<file path="config.mk">
export PLATFORM = sky130hd
export DESIGN_NAME = vred_unit
export DESIGN_NICKNAME = d
export VERILOG_FILES = /design/src/rtl/vred_pkg.sv /design/src/rtl/vred_rst_sync.sv /design/src/rtl/vred_decode.sv /design/src/rtl/vred_lane_pick.sv /design/src/rtl/vred_alu.sv /design/src/rtl/vred_unit.sv
export SDC_FILE = /design/constraint.sdc
export NUM_CORES = 1
export LEC_CHECK = 0
export ABC_AREA = 1
export BUFFER_PORTS_ARGS = -buffer_cell sky130_fd_sc_hd__buf_2
export CORE_MARGIN = 5
export CORE_UTILIZATION = 55
export DETAILED_ROUTE_END_ITERATION = 6
export PLACE_DENSITY_LB_ADDON = 0.3
export SYNTH_ARGS = -nofsm -noshare
export SYNTH_HDL_FRONTEND = slang
export SYNTH_SLANG_ARGS = --single-unit
</file>
<file path="constraint.sdc">
create_clock -name clk -period 18.6 [get_ports clk]
set_input_delay 0.93 -clock clk [delete_from_list [all_inputs] [get_ports clk]]
set_output_delay 0.93 -clock clk [all_outputs]
set_load 0.01 [all_outputs]
</file>
<file path="src/rtl/vred_pkg.sv">
package vred_pkg;

  localparam logic [6:0] OPC_VRED = 7'b1010111;
  localparam logic [2:0] F3_VRED  = 3'b010;

  typedef enum logic [2:0] {
    OP_SUM  = 3'd0,
    OP_AND  = 3'd1,
    OP_OR   = 3'd2,
    OP_XOR  = 3'd3,
    OP_MINU = 3'd4,
    OP_MIN  = 3'd5,
    OP_MAXU = 3'd6,
    OP_MAX  = 3'd7
  } red_op_e;

  typedef enum logic {
    ST_IDLE = 1'b0,
    ST_RUN  = 1'b1
  } red_st_e;

  function automatic logic [63:0] width_mask(input logic [1:0] ew);
    case (ew)
      2'd0:    width_mask = 64'h0000_0000_0000_00FF;
      2'd1:    width_mask = 64'h0000_0000_0000_FFFF;
      2'd2:    width_mask = 64'h0000_0000_FFFF_FFFF;
      default: width_mask = 64'hFFFF_FFFF_FFFF_FFFF;
    endcase
  endfunction

  function automatic logic [63:0] sign_ext(input logic [63:0] x, input logic [1:0] ew);
    case (ew)
      2'd0:    sign_ext = {{56{x[7]}},  x[7:0]};
      2'd1:    sign_ext = {{48{x[15]}}, x[15:0]};
      2'd2:    sign_ext = {{32{x[31]}}, x[31:0]};
      default: sign_ext = x;
    endcase
  endfunction

endpackage

</file>
<file path="src/rtl/vred_rst_sync.sv">
module vred_rst_sync (
  input  logic clk,
  input  logic rst_n,
  output logic rst_sync_n
);
  logic [1:0] sync_q;

  always_ff @(posedge clk or negedge rst_n) begin
    if (!rst_n) sync_q <= 2'b00;
    else        sync_q <= {sync_q[0], 1'b1};
  end

  assign rst_sync_n = sync_q[1];
endmodule

</file>
<file path="src/rtl/vred_decode.sv">
module vred_decode
  import vred_pkg::*;
(
  input  logic [31:0] insn,
  output logic        legal,
  output red_op_e     op,
  output logic        vm
);
  logic opc_ok;
  logic f3_ok;
  logic f6_ok;

  always_comb begin
    opc_ok = (insn[6:0] == OPC_VRED);
    f3_ok  = (insn[14:12] == F3_VRED);
    f6_ok  = (insn[31:29] == 3'b000);
    legal  = opc_ok && f3_ok && f6_ok;
    op     = red_op_e'(insn[28:26]);
    vm     = insn[25];
  end
endmodule

</file>
<file path="src/rtl/vred_lane_pick.sv">
module vred_lane_pick #(
  parameter int VLEN  = 128,
  parameter int IDX_W = 5
) (
  input  logic [VLEN-1:0]  src,
  input  logic [1:0]       ew,
  input  logic [IDX_W-1:0] idx,
  output logic [63:0]      elem
);
  for (genvar g = 0; g < 4; g++) begin : g_w
    localparam int EB = 8 << g;
    localparam int NE = VLEN / EB;
    logic [63:0] cand;
    always_comb begin
      cand = '0;
      if (int'(idx) < NE) cand[EB-1:0] = src[int'(idx)*EB +: EB];
    end
  end

  always_comb begin
    case (ew)
      2'd0:    elem = g_w[0].cand;
      2'd1:    elem = g_w[1].cand;
      2'd2:    elem = g_w[2].cand;
      default: elem = g_w[3].cand;
    endcase
  end
endmodule

</file>
<file path="src/rtl/vred_alu.sv">
module vred_alu
  import vred_pkg::*;
(
  input  red_op_e     op,
  input  logic [1:0]  ew,
  input  logic [63:0] acc,
  input  logic [63:0] elem,
  output logic [63:0] res
);
  logic [63:0] msk;
  logic [63:0] a_z;
  logic [63:0] e_z;
  logic [63:0] a_s;
  logic [63:0] e_s;
  logic        e_lt_u;
  logic        e_lt_s;
  logic [63:0] raw;

  always_comb begin
    msk    = width_mask(ew);
    a_z    = acc & msk;
    e_z    = elem & msk;
    a_s    = sign_ext(a_z, ew);
    e_s    = sign_ext(e_z, ew);
    e_lt_u = (e_z < a_z);
    e_lt_s = ($signed(e_s) < $signed(a_s));
    case (op)
      OP_SUM:  raw = a_z + e_z;
      OP_AND:  raw = a_z & e_z;
      OP_OR:   raw = a_z | e_z;
      OP_XOR:  raw = a_z ^ e_z;
      OP_MINU: raw = e_lt_u ? e_z : a_z;
      OP_MIN:  raw = e_lt_s ? e_z : a_z;
      OP_MAXU: raw = (!e_lt_u && e_z != a_z) ? e_z : a_z;
      default: raw = (!e_lt_s && e_s != a_s) ? e_z : a_z;
    endcase
    res = raw & msk;
  end
endmodule

</file>
<file path="src/rtl/vred_unit.sv">
module vred_unit
  import vred_pkg::*;
#(
  parameter  int VLEN = 128,
  localparam int VL_W = $clog2(VLEN / 8) + 1
) (
  input  logic            clk,
  input  logic            rst_n,
  input  logic            start,
  input  logic [31:0]     insn,
  input  logic [1:0]      ew_sel,
  input  logic [VL_W-1:0] vl,
  input  logic [VLEN-1:0] vs1_in,
  input  logic [VLEN-1:0] vs2_in,
  input  logic [VLEN-1:0] v0_in,
  output logic            busy,
  output logic            done,
  output logic            illegal,
  output logic [VLEN-1:0] vd_out
);
  localparam int MAXE  = VLEN / 8;
  localparam int MI_W  = $clog2(MAXE);

  logic            rst_i_n;
  red_st_e         st_q, st_d;
  logic [VL_W-1:0] idx_q, idx_d;
  logic [VL_W-1:0] lim_q, lim_d;
  logic [63:0]     acc_q, acc_d;
  red_op_e         op_q;
  logic            vm_q;
  logic [1:0]      ew_q;
  logic [VLEN-1:0] vs2_q;
  logic [MAXE-1:0] m_q;
  logic [VLEN-1:0] vd_q, vd_d;
  logic            done_q, done_d;
  logic            ill_q, ill_d;

  logic            dec_legal;
  red_op_e         dec_op;
  logic            dec_vm;
  logic [63:0]     seed;
  logic [63:0]     cur_elem;
  logic [63:0]     alu_res;
  logic [VL_W-1:0] max_el;
  logic [VL_W-1:0] lim_in;
  logic            ld_en;
  logic            vd_en;
  logic            mbit;

  vred_rst_sync u_rst (
    .clk        (clk),
    .rst_n      (rst_n),
    .rst_sync_n (rst_i_n)
  );

  vred_decode u_dec (
    .insn  (insn),
    .legal (dec_legal),
    .op    (dec_op),
    .vm    (dec_vm)
  );

  vred_lane_pick #(.VLEN(VLEN), .IDX_W(VL_W)) u_seed (
    .src  (vs1_in),
    .ew   (ew_sel),
    .idx  ('0),
    .elem (seed)
  );

  vred_lane_pick #(.VLEN(VLEN), .IDX_W(VL_W)) u_elem (
    .src  (vs2_q),
    .ew   (ew_q),
    .idx  (idx_q),
    .elem (cur_elem)
  );

  vred_alu u_alu (
    .op   (op_q),
    .ew   (ew_q),
    .acc  (acc_q),
    .elem (cur_elem),
    .res  (alu_res)
  );

  always_comb begin
    max_el = VL_W'(MAXE >> ew_sel);
    lim_in = (vl > max_el) ? max_el : vl;
    mbit   = (int'(idx_q) < MAXE) ? m_q[idx_q[MI_W-1:0]] : 1'b0;
  end

  // next-state logic
  always_comb begin
    st_d   = st_q;
    idx_d  = idx_q;
    lim_d  = lim_q;
    acc_d  = acc_q;
    vd_d   = vd_q;
    done_d = 1'b0;
    ill_d  = 1'b0;
    ld_en  = 1'b0;
    vd_en  = 1'b0;
    case (st_q)
      ST_IDLE: begin
        if (start) begin
          if (!dec_legal) begin
            done_d = 1'b1;
            ill_d  = 1'b1;
          end else begin
            ld_en = 1'b1;
            acc_d = seed;
            idx_d = '0;
            lim_d = lim_in;
            st_d  = ST_RUN;
          end
        end
      end
      default: begin
        if (idx_q == lim_q) begin
          vd_en  = 1'b1;
          vd_d   = VLEN'(acc_q);
          done_d = 1'b1;
          st_d   = ST_IDLE;
        end else begin
          if (vm_q || mbit) acc_d = alu_res;
          idx_d = idx_q + 1'b1;
        end
      end
    endcase
  end

  // control and accumulator registers
  always_ff @(posedge clk or negedge rst_i_n) begin
    if (!rst_i_n) begin
      st_q   <= ST_IDLE;
      idx_q  <= '0;
      lim_q  <= '0;
      acc_q  <= '0;
      done_q <= 1'b0;
      ill_q  <= 1'b0;
    end else begin
      st_q   <= st_d;
      idx_q  <= idx_d;
      lim_q  <= lim_d;
      acc_q  <= acc_d;
      done_q <= done_d;
      ill_q  <= ill_d;
    end
  end

  // operand capture, enabled on an accepted start
  always_ff @(posedge clk or negedge rst_i_n) begin
    if (!rst_i_n) begin
      op_q  <= OP_SUM;
      vm_q  <= 1'b1;
      ew_q  <= 2'd0;
      vs2_q <= '0;
      m_q   <= '0;
    end else if (ld_en) begin
      op_q  <= dec_op;
      vm_q  <= dec_vm;
      ew_q  <= ew_sel;
      vs2_q <= vs2_in;
      m_q   <= v0_in[MAXE-1:0];
    end
  end

  // destination register, enabled on completion
  always_ff @(posedge clk or negedge rst_i_n) begin
    if (!rst_i_n)   vd_q <= '0;
    else if (vd_en) vd_q <= vd_d;
  end

  assign busy    = (st_q == ST_RUN);
  assign done    = done_q;
  assign illegal = ill_q;
  assign vd_out  = vd_q;
endmodule

</file>
==> flow_summary.ini, run 1 <==
[status]
run_status = complete, but fails checks
violations = DRC

[detailed_routing]
via_per_inst = 5.85
num_vias = 34602
wl_per_cell_microns = 21.4
dr.pass1.iters = 7
first_iter_violations = 4060
ant_nets = 0
finalWirelength_microns = 126000
drc_errors = 1

[setup_path]
cp-start-kind = flip-flop
cp_max_fo = 25
path_common_cell = nand2_1
required_ns = 19.05
critPathMaxStageDelay_ns = 0.90
critPathKind = reg2reg
end_kind = flip-flop
reg2reg_slack_ns = 10.57
arrival_ns = 8.48
critPathBufInv = 7
critPathTopFamily = simple AND/OR/NAND/NOR gates
slowest_stage = dfrtp_1

[clock_network]
post_cts_buffers = 0
cts_tree = done
htreeDepth = 2
cts_root_buf = clkbuf_16
clkLatencyLatePin_ns = 0.59
cts_resized = 0
clock_path_buffers = 3
cts_made_buffers = 35
clock-sinks = 293
clk_pin_slew_ns = 0.06
hold_buffers = 0

[layout]
fin_util = 0.604
nets = 5818
areaGrowthSynthToFinish_pct = 9.01
drive_gt1_frac = 0.0928
nFillCells = 5605

[global_route]
grt_max_degree = 108
grt_pass1_vias = 32152
grtUsageMet2 = 0.628
grt_pass1_wl_microns = 189000
use_met3 = 0.0793
overflow = 0
grtUsageMet1 = 0.521
grt.busiest_layer = met2
grt_usage = 0.402
antenna_found_initial = 0

[pwr]
p_per_area_nw_per_um2 = 53.4
netSwitchingFraction = 0.345
peakVddDrop_mv = 0.0750
p_seq_frac = 0.382
combPwrFrac = 0.225
clkPwrFrac = 0.393
switchingPower_w = 0.000612
p_int_w = 0.00116
p_total_w = 0.00177
leakage_nw = 17.5

[synthesis]
ys_types = 58
syn_area_per_cell_sq_um = 6.11
synth-seq-area-share = 0.241
synth_edf_count = 0
ys_ff_latch = 293
synth_cells = 4989
yosys_warnings = 0
async_flop_share = 1.00
synth_area_sq_um = 30500
synth_ff_type = dfrtp_1

[placement]
io_buffers = 301
dp_hpwl_microns = 96200
gp_congestion = 1.08

[timing]
finalSetupViolCount = 0
rsz0062_at_grt = false
whs_ns = 0.142
fmax_mhz = 125
fin_skew_ns = 0.0344
min_period_ns = 8.03
finalCritPeriodShare = 0.432
slew_headroom = 0.142
tightest_slew_ns = 1.29
fin_setup_tns_ns = 0
hold_violations = 0
slew_violations = 0

[die]
io_pins = 557
fp-row-count = 86
dieWidth_microns = 245
start_util = 0.554
die_h_microns = 245
die_area_sq_um = 60200
core_sq_um = 55000

[run]
maxCapViolations = 0

[min_path]
min_path_type = in2async
[Yosys cell counts, drive strengths merged, types with 23 or more instances]
| cell | instances | area share |
|---|---|---|
| nand2 | 1385 | 0.17 |
| ha | 253 | 0.10 |
| nand3b | 28 | 0.0069 |
| buf | 166 | 0.033 |
| nor3 | 38 | 0.0064 |
| o21ai | 416 | 0.068 |
| nor2 | 500 | 0.062 |
| inv | 627 | 0.077 |
| clkbuf | 135 | 0.017 |
| nand3 | 419 | 0.069 |
| a21oi | 478 | 0.079 |
| o221ai | 23 | 0.0066 |
| dfrtp | 292 | 0.24 |
| a211oi | 25 | 0.0062 |
[routing by layer]
layer	share of wire	vias to the layer above
met1	0.40	15964
li1	-	16406
met4	0.070	0
met5	0	-
met2	0.43	1839
met3	0.10	393
[through the flow]
step,std cells,setup slack [ns],area (sq um)
3_3_place_gp,5849,11.10,32100
6_report,5911,10.57,33200
2_1_floorplan,5052,9.83,30700
4_1_cts,5909,11.03,33200
5_1_grt,5909,10.57,33200
3_5_place_dp,5849,11.04,32100
[path summary, 6_finish.rpt]
kind | from | endpoint | depth (start not counted)
worst max-delay path | idx_q[3] | acc_q[7] | 29
worst max register to register | idx_q[3] | acc_q[7] | 29
worst min register to register | u_rst.sync_q[1] | vs2_q[31] | 0
max in group asynchronous | u_rst.sync_q[1] | acc_q[44] | 2
worst min-delay path | rst_n | u_rst.sync_q[1] | 1
min in group clk | u_rst.sync_q[0] | u_rst.sync_q[1] | 0
[registers in the layout (all words and copies together), names as in the netlist]
name	flops
acc_q	64
busy	1
done	1
ew_q	2
idx_q	5
illegal	1
lim_q	5
m_q	16
op_q	3
u_rst.sync_q	2
vd_out	64
vm_q	1
vs2_q	128
[power groups by stage]
stage | sequential, W | combinational (W) | clock, W
global route | 0.000680 | 0.000432 | 0.000732
CTS | 0.000677 | 0.000388 | 0.000706
global placement | 0.000687 | 0.000380 | 0
finish | 0.000677 | 0.000399 | 0.000698
floorplan | 0.000685 | 0.000273 | 0
detailed placement | 0.000688 | 0.000387 | 0
[final cells by class]
| cell class | count | area (sq um) | share of cell area |
|---|---|---|---|
| clock buffer | 52 | 1040 | 0.0313 |
| sequential | 293 | 7340 | 0.221 |
| tap | 748 | 936 | 0.0282 |
| inverter | 631 | 2370 | 0.0714 |
| antenna | 2 | 5.00 | 0.000151 |
| multi-input combinational | 3827 | 19600 | 0.589 |
| timing repair buffer | 350 | 1870 | 0.0564 |
| clock inverter | 8 | 91.3 | 0.00275 |
[cell families after synthesis]
kind of cell	Yosys count	synth area share
AOI/OAI and AO/OA	1080	0.195
xor gates and xnor gates	3	0.000862
adders and majority gates	254	0.105
buffers and inverters	932	0.127
DFF	293	0.241
muxes	16	0.00591
other	2	0.000246
and+or+nand+nor	2409	0.326
[placed cells by master, fill, tap and decap left out, drive strengths merged, types with 25 or more instances in the layout]
master | netlist | layout
nor3 | 38 | 38
o21ai | 416 | 416
nor2 | 500 | 500
buf | 166 | 350
ha | 253 | 253
dfrtp | 292 | 292
a21oi | 478 | 478
conb | 2 | 65
clkbuf | 135 | 52
nand3 | 419 | 419
a211oi | 25 | 25
inv | 627 | 626
nand2 | 1385 | 1385
nand3b | 28 | 28
No activity file was read; power rests on OpenSTA's default activity.
==> inputs of run 2 (changes only) <==
--- a/config.mk
+++ b/config.mk
@@ -8,7 +8,7 @@
 export ABC_AREA = 1
 export BUFFER_PORTS_ARGS = -buffer_cell sky130_fd_sc_hd__buf_2
 export CORE_MARGIN = 5
-export CORE_UTILIZATION = 55
+export CORE_UTILIZATION = 53
 export DETAILED_ROUTE_END_ITERATION = 6
 export PLACE_DENSITY_LB_ADDON = 0.3
 export SYNTH_ARGS = -nofsm -noshare
==> constraint.sdc (replaced) <==
create_clock -name clk -period 6.9 [get_ports clk]
set_input_delay 0.345 -clock clk [delete_from_list [all_inputs] [get_ports clk]]
set_output_delay 0.345 -clock clk [all_outputs]
set_load 0.01 [all_outputs]
==> run 2 against run 1 <==
Against the previous run:
- the run now ends clean
- maximum frequency rose by 39%
- cell area rose by 8.3%
- sequential power rose to 2.7 times the previous value
- setup slack got worse by 9.4 ns
- final cell count rose by 5.5%
- non-clock buffer count rose by 307
- combinational power rose to 3.2 times the previous value
- via count rose by 3.7%
- sequential share of layout area fell by 1.7 points
- power rose to 2.8 times the previous value
- critical endpoint is now acc_q[44]
==> flow_summary.ini, run 2 (same netlist as run 1, synthesis figures left out) <==
[global_route]
grt_max_degree = 124
grtUsageMet2 = 0.638
grtUsageMet1 = 0.500
grt_pass1_vias = 34387
grt_pass1_wl_microns = 198000
antenna_found_initial = 3
overflow = 0
grt.busiest_layer = met2
grt_usage = 0.400
use_met3 = 0.0816

[detailed_routing]
dr.pass1.iters = 6
drc_errors = 0
wl_per_cell_microns = 21.0
via_per_inst = 5.75
num_vias = 35872
first_iter_violations = 3748
finalWirelength_microns = 131000
ant_nets = 0

[status]
run_status = finished clean

[setup_path]
cp-start-kind = flip-flop
cp_max_fo = 44
path_common_cell = nand2_1
slowest_stage = dfrtp_4
critPathBufInv = 10
end_kind = flip-flop
worst-path-stages = 28
critPathTopFamily = buffers and inverters
critPathKind = reg2reg
required_ns = 7.42
arrival_ns = 6.27
crit_start = idx_q[0]
r2r_cells = 28
r2r_start = idx_q[0]
critPathMaxStageDelay_ns = 0.68

[layout]
regMostFlops = vs2_q
nets = 6124
layout_commonest_cell = nand2_1
areaGrowthSynthToFinish_pct = 18.0
largest_reg_flops = 128
final_area_sq_um = 36000
final_cell_mix = 1,371 x nand2_1, 612 x inv_1, 492 x nor2_1
drive_gt1_frac = 0.121
finalNonFillerCells = 6235
fin_util = 0.627

[pwr]
leakage_nw = 18.9
peakVddDrop_mv = 0.175
p_per_area_nw_per_um2 = 137

[clock_network]
clock_path_buffers = 3
clk_pin_slew_ns = 0.07
cts_root_buf = clkbuf_16
clkLatencyLatePin_ns = 0.61
clock-sinks = 293
post_cts_buffers = 0
cts_tree = done
htreeDepth = 2
cts_made_buffers = 34

[timing]
fin_skew_ns = 0.0419
rsz0062_at_grt = false
fmax_mhz = 174
fin_setup_tns_ns = 0
slew_violations = 0
hold_violations = 0
min_period_ns = 5.76
finalSetupViolCount = 0
whs_ns = 0.000768
finalCritPeriodShare = 0.834
slew_headroom = 0.284
tightest_slew_ns = 1.07

[placement]
dp_hpwl_microns = 99300
io_buffers = 301
placedCellCount = 6053
gp_congestion = 1.09
place_area_sq_um = 33700

[run]
maxCapViolations = 0

[die]
core_sq_um = 57400
fp-row-count = 88
die_h_microns = 250
dieWidth_microns = 250
io_pins = 557
start_util = 0.531
die_area_sq_um = 62400

[min_path]
min_path_type = in2reg
hp-start = vs2_in[82]
hold-path-cell-count = 3
run 2: changes by cell type in the layout (fill, tap and decap cells not counted), sizes merged:
cell,change
buf,+187
clkbuf,-4
dlygate4sd3,+120
clkinvlp,+1
inv,+3
run 2: tightest hold or removal path: cells and delay by family:
family	cells	cell delay (ns)
and+or+nand+nor	2	0.11
buffers and inverters	1	0.09
run 2: per-layer routing:
| metal | vias up | part of all wire |
|---|---|---|
| met2 | 1847 | 0.44 |
| met3 | 423 | 0.098 |
| met5 | - | 0.000077 |
| li1 | 17016 | - |
| met4 | 2 | 0.074 |
| met1 | 16584 | 0.38 |
run 2: worst paths after layout:
path | endpoint | slack [ns]
worst max-delay path | acc_q[44] | 1.14
worst min-delay path | vs2_q[82] | 0.0008
worst max register to register | acc_q[44] | 1.14
worst min register to register | m_q[8] | 0.33
max in group asynchronous | vd_out[57] | 4.70
min in group asynchronous | u_rst.sync_q[1] | 0.07
run 2: repair_timing:
action,CTS,global route
setup endpoints to repair,0,0
gates resized for setup,0,0
hold endpoints to repair,121,0
hold buffers,120,0
run 2: final cells by class:
class / instances / area, sq um
Fill cell: 5559 / 21400
Multi-Input combinational cell: 3827 / 19600
Sequential cell: 293 / 7340
Timing Repair Buffer: 657 / 4640
Inverter: 631 / 2370
Tap cell: 765 / 957
Clock buffer: 48 / 953
Clock inverter: 12 / 139
Antenna cell: 2 / 5.00
run 2: power by group:
group	internal, W	switching (W)
logic	0.000434	0.000840
registers	0.00176	0.0000554
clock network	0.00102	0.000815
run 2: metrics by stage:
stage | worst slack (ns) | total power (W)
finish | 1.14 | 0.00493
detailed placement | 1.30 | 0.00302
global route | 0.750 | 0.00512
global placement | 1.39 | 0.00300
floorplan | 2.10 | 0.00258
CTS | 1.26 | 0.00489
